### src/rtl/sdm17_modulator.sv
module sdm17_modulator #(
  parameter int IN_W  = 20,
  parameter int ACC_W = 26
) (
  input  logic                   clk,
  input  logic                   rst,
  input  logic                   in_valid,
  input  logic signed [IN_W-1:0] in_sample,
  input  logic                   dither_en,
  output logic                   code_valid,
  output logic [4:0]             code
);
  localparam int SL  = IN_W - 4;
  localparam int W   = ACC_W + 2;
  localparam int LW  = 16;
  localparam int QW  = W - SL;
  localparam logic signed [ACC_W-1:0] AMAX = {1'b0, {(ACC_W-1){1'b1}}};
  localparam logic signed [ACC_W-1:0] AMIN = {1'b1, {(ACC_W-1){1'b0}}};
  localparam logic [LW-1:0] SEED_A = 16'hACE1;
  localparam logic [LW-1:0] SEED_B = 16'h1D2B;

  logic signed [ACC_W-1:0] i1, i2, i1n, i2n;
  logic [LW-1:0]           la, lb;
  logic signed [W-1:0]     xw, lvl, fbw, i1_raw, i2_raw, ua, ub, dith, qin;
  logic signed [QW-1:0]    qv;
  logic [4:0]              qcode;

  function automatic logic signed [ACC_W-1:0] sat(input logic signed [W-1:0] v);
    if (v > W'(AMAX)) return AMAX;
    else if (v < W'(AMIN)) return AMIN;
    else return ACC_W'(v);
  endfunction

  assign ua   = W'($signed(la)) <<< (SL - LW);
  assign ub   = W'($signed(lb)) <<< (SL - LW);
  assign dith = dither_en ? (ua + ub) : '0;

  assign qin  = W'(i2) + dith + (W'(1) <<< (SL - 1));
  assign qv   = QW'(qin >>> SL);

  always_comb begin
    if (qv < -8)      qcode = 5'd0;
    else if (qv > 8)  qcode = 5'd16;
    else              qcode = 5'(qv + QW'(8));
  end

  assign lvl    = $signed({{(W-5){1'b0}}, qcode}) - W'(8);
  assign fbw    = lvl <<< SL;
  assign xw     = W'(in_sample);
  assign i1_raw = W'(i1) + xw - fbw;
  assign i1n    = sat(i1_raw);
  assign i2_raw = W'(i2) + W'(i1n) - fbw;
  assign i2n    = sat(i2_raw);

  always_ff @(posedge clk) begin
    if (rst) begin
      i1         <= '0;
      i2         <= '0;
      la         <= SEED_A;
      lb         <= SEED_B;
      code       <= 5'd8;
      code_valid <= 1'b0;
    end else begin
      code_valid <= in_valid;
      if (in_valid) begin
        i1   <= i1n;
        i2   <= i2n;
        la   <= {la[LW-2:0], la[15] ^ la[13] ^ la[12] ^ la[10]};
        lb   <= {lb[LW-2:0], lb[15] ^ lb[14] ^ lb[12] ^ lb[3]};
        code <= qcode;
      end
    end
  end

  AST_RESET_STATE: assert property (@(posedge clk)
    rst |=> (code == 5'd8 && !code_valid));
  AST_VALID_LAG: assert property (@(posedge clk) disable iff (rst)
    in_valid |=> code_valid);
  AST_IDLE_HOLD: assert property (@(posedge clk) disable iff (rst)
    !in_valid |=> (!code_valid && $stable(code)));
  AST_CODE_RANGE: assert property (@(posedge clk) disable iff (rst)
    code <= 5'd16);
  AST_DITHER_PEAK: assert property (@(posedge clk) disable iff (rst)
    (dith > -(W'(1) <<< SL)) && (dith < (W'(1) <<< SL)));
  AST_I1_NO_WRAP: assert property (@(posedge clk) disable iff (rst)
    (in_valid && i1 >= 0 && (xw - fbw) >= 0) |=> (i1 >= $past(i1)));
  AST_I1_NO_WRAP_NEG: assert property (@(posedge clk) disable iff (rst)
    (in_valid && i1 < 0 && (xw - fbw) <= 0) |=> (i1 <= $past(i1)));
endmodule

### config.mk
export PLATFORM = sky130hd
export DESIGN_NAME = sdm17_modulator
export DESIGN_NICKNAME = d
export VERILOG_FILES = /design/src/rtl/sdm17_modulator.sv
export SDC_FILE = /design/constraint.sdc
export NUM_CORES = 1
export LEC_CHECK = 0
export BUFFER_PORTS_ARGS = -buffer_cell sky130_fd_sc_hd__buf_2
export CAP_MARGIN = 20
export CORE_MARGIN = 2
export CORE_UTILIZATION = 45
export CTS_BUF_LIST = sky130_fd_sc_hd__clkbuf_8
export CTS_CLUSTER_DIAMETER = 100
export CTS_CLUSTER_SIZE = 12
export DETAILED_ROUTE_END_ITERATION = 6
export SYNTH_ARGS = -nofsm -noshare
export SYNTH_HDL_FRONTEND = slang
export SYNTH_SLANG_ARGS = --single-unit
### constraint.sdc
create_clock -name clk -period 18.5 [get_ports clk]
set_input_delay 0.925 -clock clk [delete_from_list [all_inputs] [get_ports clk]]
set_output_delay 0.925 -clock clk [all_outputs]
set_load 0.03 [all_outputs]
# Word level (Yosys, flattened, before mapping)

Index checks and enable logic that the tools add are counted.
W data, S select, Z words.

Register bits after elaboration: 90
Bits of input ports: 24
Output and inout port bits: 6
Word-level logic and storage cells: 34

Add/sub/neg operators: 9
$lt $le $gt $ge: 6
Mux-type cells: 7
Bitwise logic cells: 6

Operator list:

| kind                     | number |
|---|---|
| $mux W26                 | 4 |
| $gt A28 B26 Y1 const B   | 2 |
| $lt A28 B26 Y1 const B   | 2 |
| $sub A27 B22 Y28         | 2 |
| $add A26 B28 Y28         | 1 |
| $add A28 B17 Y28 const B | 1 |
| $mux W28                 | 1 |
| $add A26 B20 Y27         | 1 |
| $add A26 B26 Y27         | 1 |
| $add A16 B16 Y17         | 1 |
| $gt A12 B5 Y1 const B    | 1 |
| $lt A12 B4 Y1 const B    | 1 |
| $mux W5                  | 2 |
| $sub A5 B4 Y6 const B    | 1 |
| $xor A1 B1 Y1            | 6 |
| $add A5 B5 Y5 const B    | 1 |

# Depth between registers and ports, before layout

Depth after elaboration: 17
Depth in mapped cells: 63
Depth with buffers taken out: 59

# Least setup slack after synthesis

Ideal clock, no wire load.

Kind: reg-to-reg
Start point: register la[1]
End point: register i2[15]
Setup time: 87 ps
Data arrival time: 12002 ps
Required time: 18413 ps
Setup slack: 6411 ps
Stages on the path, launching flop included: 61
Buffers on the path: 4
Period minus slack after synthesis: 12089 ps
Path through: dfxtp_1 ha_1 a21o_1 a21oi_1 o21ai_0 a21oi_1 o21ai_0 a21oi_1 nand2b_1 a21oi_1 or4_1 a41oi_1 o2111ai_1 o311a_1 ha_1 inv_1 ha_1 nand4_1 [25 not listed] a21oi_1 ha_1 inv_1 ha_1 buf_2 a21o_1 a21oi_1 nor2b_1 a221o_1 o21bai_1 a21boi_0 or4_1 and3_1 nor4b_1 a311o_2 buf_6 o22ai_2 a221oi_2

Longest elaborated chain between the ends: 17
Elaborated cells on any way between the ends: 21
Those cells by class: add/sub (8); order compare (6); mux (7)

RTL lines:

| item                                                  | line   | RTL |
|---|---|---|
| start: declaration                                    | 23     | `logic [LW-1:0] la, lb;` |
| start signal: assignment                              | 68     | `la <= {la[LW-2:0], la[15] ^ la[13] ^ la[12] ^ la[10]};` |
| $add A16 B16 Y17 *                                    | 36     | `assign dith = dither_en ? (ua + ub) : '0;` |
| $mux W28 *                                            | 36     |  |
| $add A26 B28 Y28 *                                    | 38     | `assign qin = W'(i2) + dith + (W'(1) <<< (SL - 1));` |
| $add A28 B17 Y28 *                                    | 38     |  |
| $gt A12 B5 Y1 / $add A5 B5 Y5 (equally long branches) | 43, 44 |  |
| $mux W5                                               | 43     | `else if (qv > 8) qcode = 5'd16;` |
| $mux W5 *                                             | 42     | `if (qv < -8) qcode = 5'd0;` |
| $sub A5 B4 Y6 *                                       | 47     | `assign lvl = $signed({{(W-5){1'b0}}, qcode}) - W'(8);` |
| $sub A27 B22 Y28                                      | 50     | `assign i1_raw = W'(i1) + xw - fbw;` |
| $lt A28 B26 Y1                                        | 30     | `else if (v < W'(AMIN)) return AMIN;` |
| $mux W26                                              | 30     |  |
| $mux W26                                              | 29     | `if (v > W'(AMAX)) return AMAX;` |
| $add A26 B26 Y27                                      | 52     | `assign i2_raw = W'(i2) + W'(i1n) - fbw;` |
| $sub A27 B22 Y28 *                                    | 52     |  |
| $lt A28 B26 Y1                                        | 30     |  |
| $mux W26                                              | 30     |  |
| $mux W26 *                                            | 29     |  |
| end signal: assignment                                | 67     | `i2 <= i2n;` |
| end: declaration                                      | 22     | `logic signed [ACC_W-1:0] i1, i2, i1n, i2n;` |

Mark *: on every way between the ends. The rest lies on a longest branch, timed or not.
A chain may end at the register's enable or synchronous reset.

# Worst setup path after layout

Start point: register la[0]
End point: register i2[21]

The elaborated chain is that of the path after synthesis.

==> implementation parameters <==
Parameter                              Value

Worst setup path
  Cell with the largest stage delay on the worst path    sky130_fd_sc_hd__a311o_2
  Required time of the critical path    18770 ps
  Highest net fanout along the worst path    25
  Signal arrival time at the worst endpoint    about 15000 ps
  Endpoint class of the critical path    flip-flop
  Worst Path Class, Setup    flip-flop to flip-flop
  Category of the worst setup path launch point    flip-flop
  Maximum cell stage delay along the critical path    620 ps

Job
  Max-cap viol count    0

Min path
  Path category of the worst min-delay check    flip-flop to flip-flop

Die
  Effective utilization at floorplan    a little under half
  Die Width    approximately 150 um
  Standard-cell row count    55
  Core Region    approximately 22000 um2
  DIE HEIGHT    roughly 150 um
  I/O pin total    30
  Area of the die    23900 um2

Timing
  Tightest slew margin relative to the limit    between 40 and 50%
  Clock period minus final worst setup slack    14330 ps
  Final Hold Viols    0
  Final worst clock skew    21.4 ps
  RSZ-0062 raised after global routing    no
  Maximum operating frequency    69.8 MHz
  Setup TNS    0 ps
  Transition time at the pin with the least slew margin    ~840 ps
  Count of final setup violators    0
  Final worst-path cycle share    slightly below 80%
  Final max-slew violation count    0

Synth
  Part of the Yosys area used for sequential elements    17.7%
  Post-synthesis cell type count    between 80 and 90
  Post-synthesis adder-cell area fraction    between 20% and 30%
  Fraction of synthesized cell area in xor and xnor cells    5.68%
  Share of cell area taken by muxes after synthesis    ~3.2%
  Synth Area per Inst    between 8 and 9 um2
  Share of synthesized cell area in and, or, nand and nor gates    approximately 15%
  YS warnings    0
  Post-synth EDFFs    0
  Seq cells post-synth    90
  Mapped Cells    1267
  Syn_nets    about 1500
  Area fraction in compound gates after synthesis    26.2%
  Total standard cell area after synthesis    10200 um2
  Combinational family with the most area after synthesis    compound AO/OA/AOI/OAI gates
  Share of synthesized registers carrying an async set or reset    0%
  Main synth FF type    sky130_fd_sc_hd__dfxtp_1

Cells and area
  Diode insertion count for antenna repair    0
  Layout net count    1465
  Fraction of final layout cells with drive strength greater than 1    about 8.9%
  Area growth from synthesis to final layout    4.88%

Global route
  Initial antenna violation count    0
  GR Util All Layers    between 20 and 25%
  GRT met2 Usage    34.1%
  Most congested layer reported by global routing    met2
  Sum of overflow across all layers after global routing    0
  Global Route met1 Usage    28.1%
  Global-route track usage on met3    under 10%
  First-pass GRT wire length    between 40 and 50 mm
  Pin count of the biggest net entering global routing    between 60 and 70
  Via count of the first global-routing pass    8267

CTS
  Clock tree from TritonCTS    done
  PostCTS Resize Cnt    0
  Cell chosen for the clock root    sky130_fd_sc_hd__clkbuf_8
  Post CTS Setup Buffer Count    0
  Count of clock tree sinks    90
  Post-cts hold buffer count    0
  Clock Pin Slew Worst Setup and Hold Paths    100 ps
  Maximum number of buffers from clock root to sink    2
  Clock network latency to the later pin of the worst-skew pair    approximately 400 ps
  TritonCTS Buffers    9
  H-tree level count    3

Outcome
  Result of the run    finished, final reports clean

Drt
  Post-route DRC violation count    0
  Mean number of vias per cell    around 5.5
  Count of vias placed by the detailed router    8593
  TritonRoute pass-1 iters    4
  Average wire length per cell after detail routing    about 15 um
  Wire length reported by the detailed router    24.0 mm
  ANT nets after route    0
  First DRT Iteration DRCs    435

Place
  Quantity of I/O buffers inserted on ports    29
  Routability congestion estimate from global placement    about 0.92
  Detailed placer's ending HPWL    around 19 mm
kinds of logic (layout without fill, tap and decap cells):
logic type / count (synthesis) / in the layout
XOR/XNOR: 66 / 66
flip-flops: 90 / 90
AND/OR/NAND/NOR: 299 / 299
AO/OA/AOI/OAI: 362 / 362
multiplexers: 32 / 32
adder cells (fa/ha/maj): 172 / 172
buffers and inverters: 246 / 252
per-stage QoR:
step	cells	setup WS (ps)	area, um2	util, %	hold slack [ps]
3_5_place_dp	1542	4320	10500	46.7	463
4_1_cts	1557	4200	10700	47.5	477
2_1_floorplan	1267	6410	10200	-	447
6_report	1558	4170	10700	47.6	482
5_1_grt	1558	2740	10700	47.6	515
3_3_place_gp	1542	4780	10500	46.7	463
sequential cells by signal, summed over array words and instances, names as in the netlist:
signal / flops
i1: 26
i2: 26
code_valid: 1
la: 16
code: 5
lb: 16
worst paths after layout:
kind	startpoint	to	slack, ps	cells past startpoint
max	la[0]	i2[21]	4170	56
min	i1[20]	i1[20]	480	2
max reg2reg	la[0]	i2[21]	4170	56
min reg2reg	i1[20]	i1[20]	480	2
area by class of cell:
type                    instances  area, um2
multi-input cells             931       7380
inverters                     202        758
clock inverters                 6       43.8
repair buffers                 35        213
clock buffers                   9        124
fillers                      2263      11800
flip-flops and latches         90       1800
well taps                     285        357
cells in the final DEF (no fill, tap or decap), drive strengths merged, types with 21 or more instances in the layout:
master | Yosys | final
a211oi | 38 | 38
a21o | 42 | 42
a21oi | 99 | 99
a221oi | 21 | 21
buf | 14 | 35
dfxtp | 90 | 90
ha | 155 | 155
inv | 201 | 204
mux2i | 29 | 29
nand2 | 66 | 66
nand3 | 23 | 23
nor2 | 85 | 85
o21ai | 59 | 59
xnor2 | 47 | 47
synth_stat cells (14+ instances only):
| master | count | area, um2 |
|---|---|---|
| sky130_fd_sc_hd__o21ai_0 | 36 | 180 |
| sky130_fd_sc_hd__nor2_1 | 85 | 319 |
| sky130_fd_sc_hd__clkbuf_1 | 30 | 113 |
| sky130_fd_sc_hd__nand3_1 | 23 | 115 |
| sky130_fd_sc_hd__inv_1 | 201 | 754 |
| sky130_fd_sc_hd__o21ai_2 | 14 | 123 |
| sky130_fd_sc_hd__a21oi_1 | 98 | 490 |
| sky130_fd_sc_hd__a221oi_2 | 19 | 285 |
| sky130_fd_sc_hd__ha_1 | 155 | 1940 |
| sky130_fd_sc_hd__o21bai_1 | 14 | 105 |
| sky130_fd_sc_hd__dfxtp_1 | 90 | 1800 |
| sky130_fd_sc_hd__mux2i_1 | 29 | 290 |
| sky130_fd_sc_hd__xor2_1 | 19 | 166 |
| sky130_fd_sc_hd__a21o_1 | 42 | 315 |
| sky130_fd_sc_hd__nand2_1 | 66 | 248 |
| sky130_fd_sc_hd__nor3_1 | 14 | 70.1 |
| sky130_fd_sc_hd__a211oi_1 | 35 | 263 |
| sky130_fd_sc_hd__xnor2_1 | 47 | 412 |
| sky130_fd_sc_hd__fa_1 | 17 | 340 |
| sky130_fd_sc_hd__and2_1 | 19 | 119 |
worst max-delay path, delay by kind of cell (launching register included):
kind | cells | cell delay [ps]
XOR/XNOR | 1 | 400
AND/OR/NAND/NOR | 15 | 4010
adder cells (fa/ha/maj) | 10 | 3420
buffers and inverters | 4 | 460
AO/OA/AOI/OAI | 26 | 5540
flip-flops | 1 | 340
per-layer routing:
layer	wire length (um)	part of all wire [%]
met2	11000	46
met3	642	2.7
met4	293	1.2
met5	0	0
met1	12100	50
Power is not shown: default switching activity piles up to over one toggle a cycle in this logic, so the estimate is an artifact.
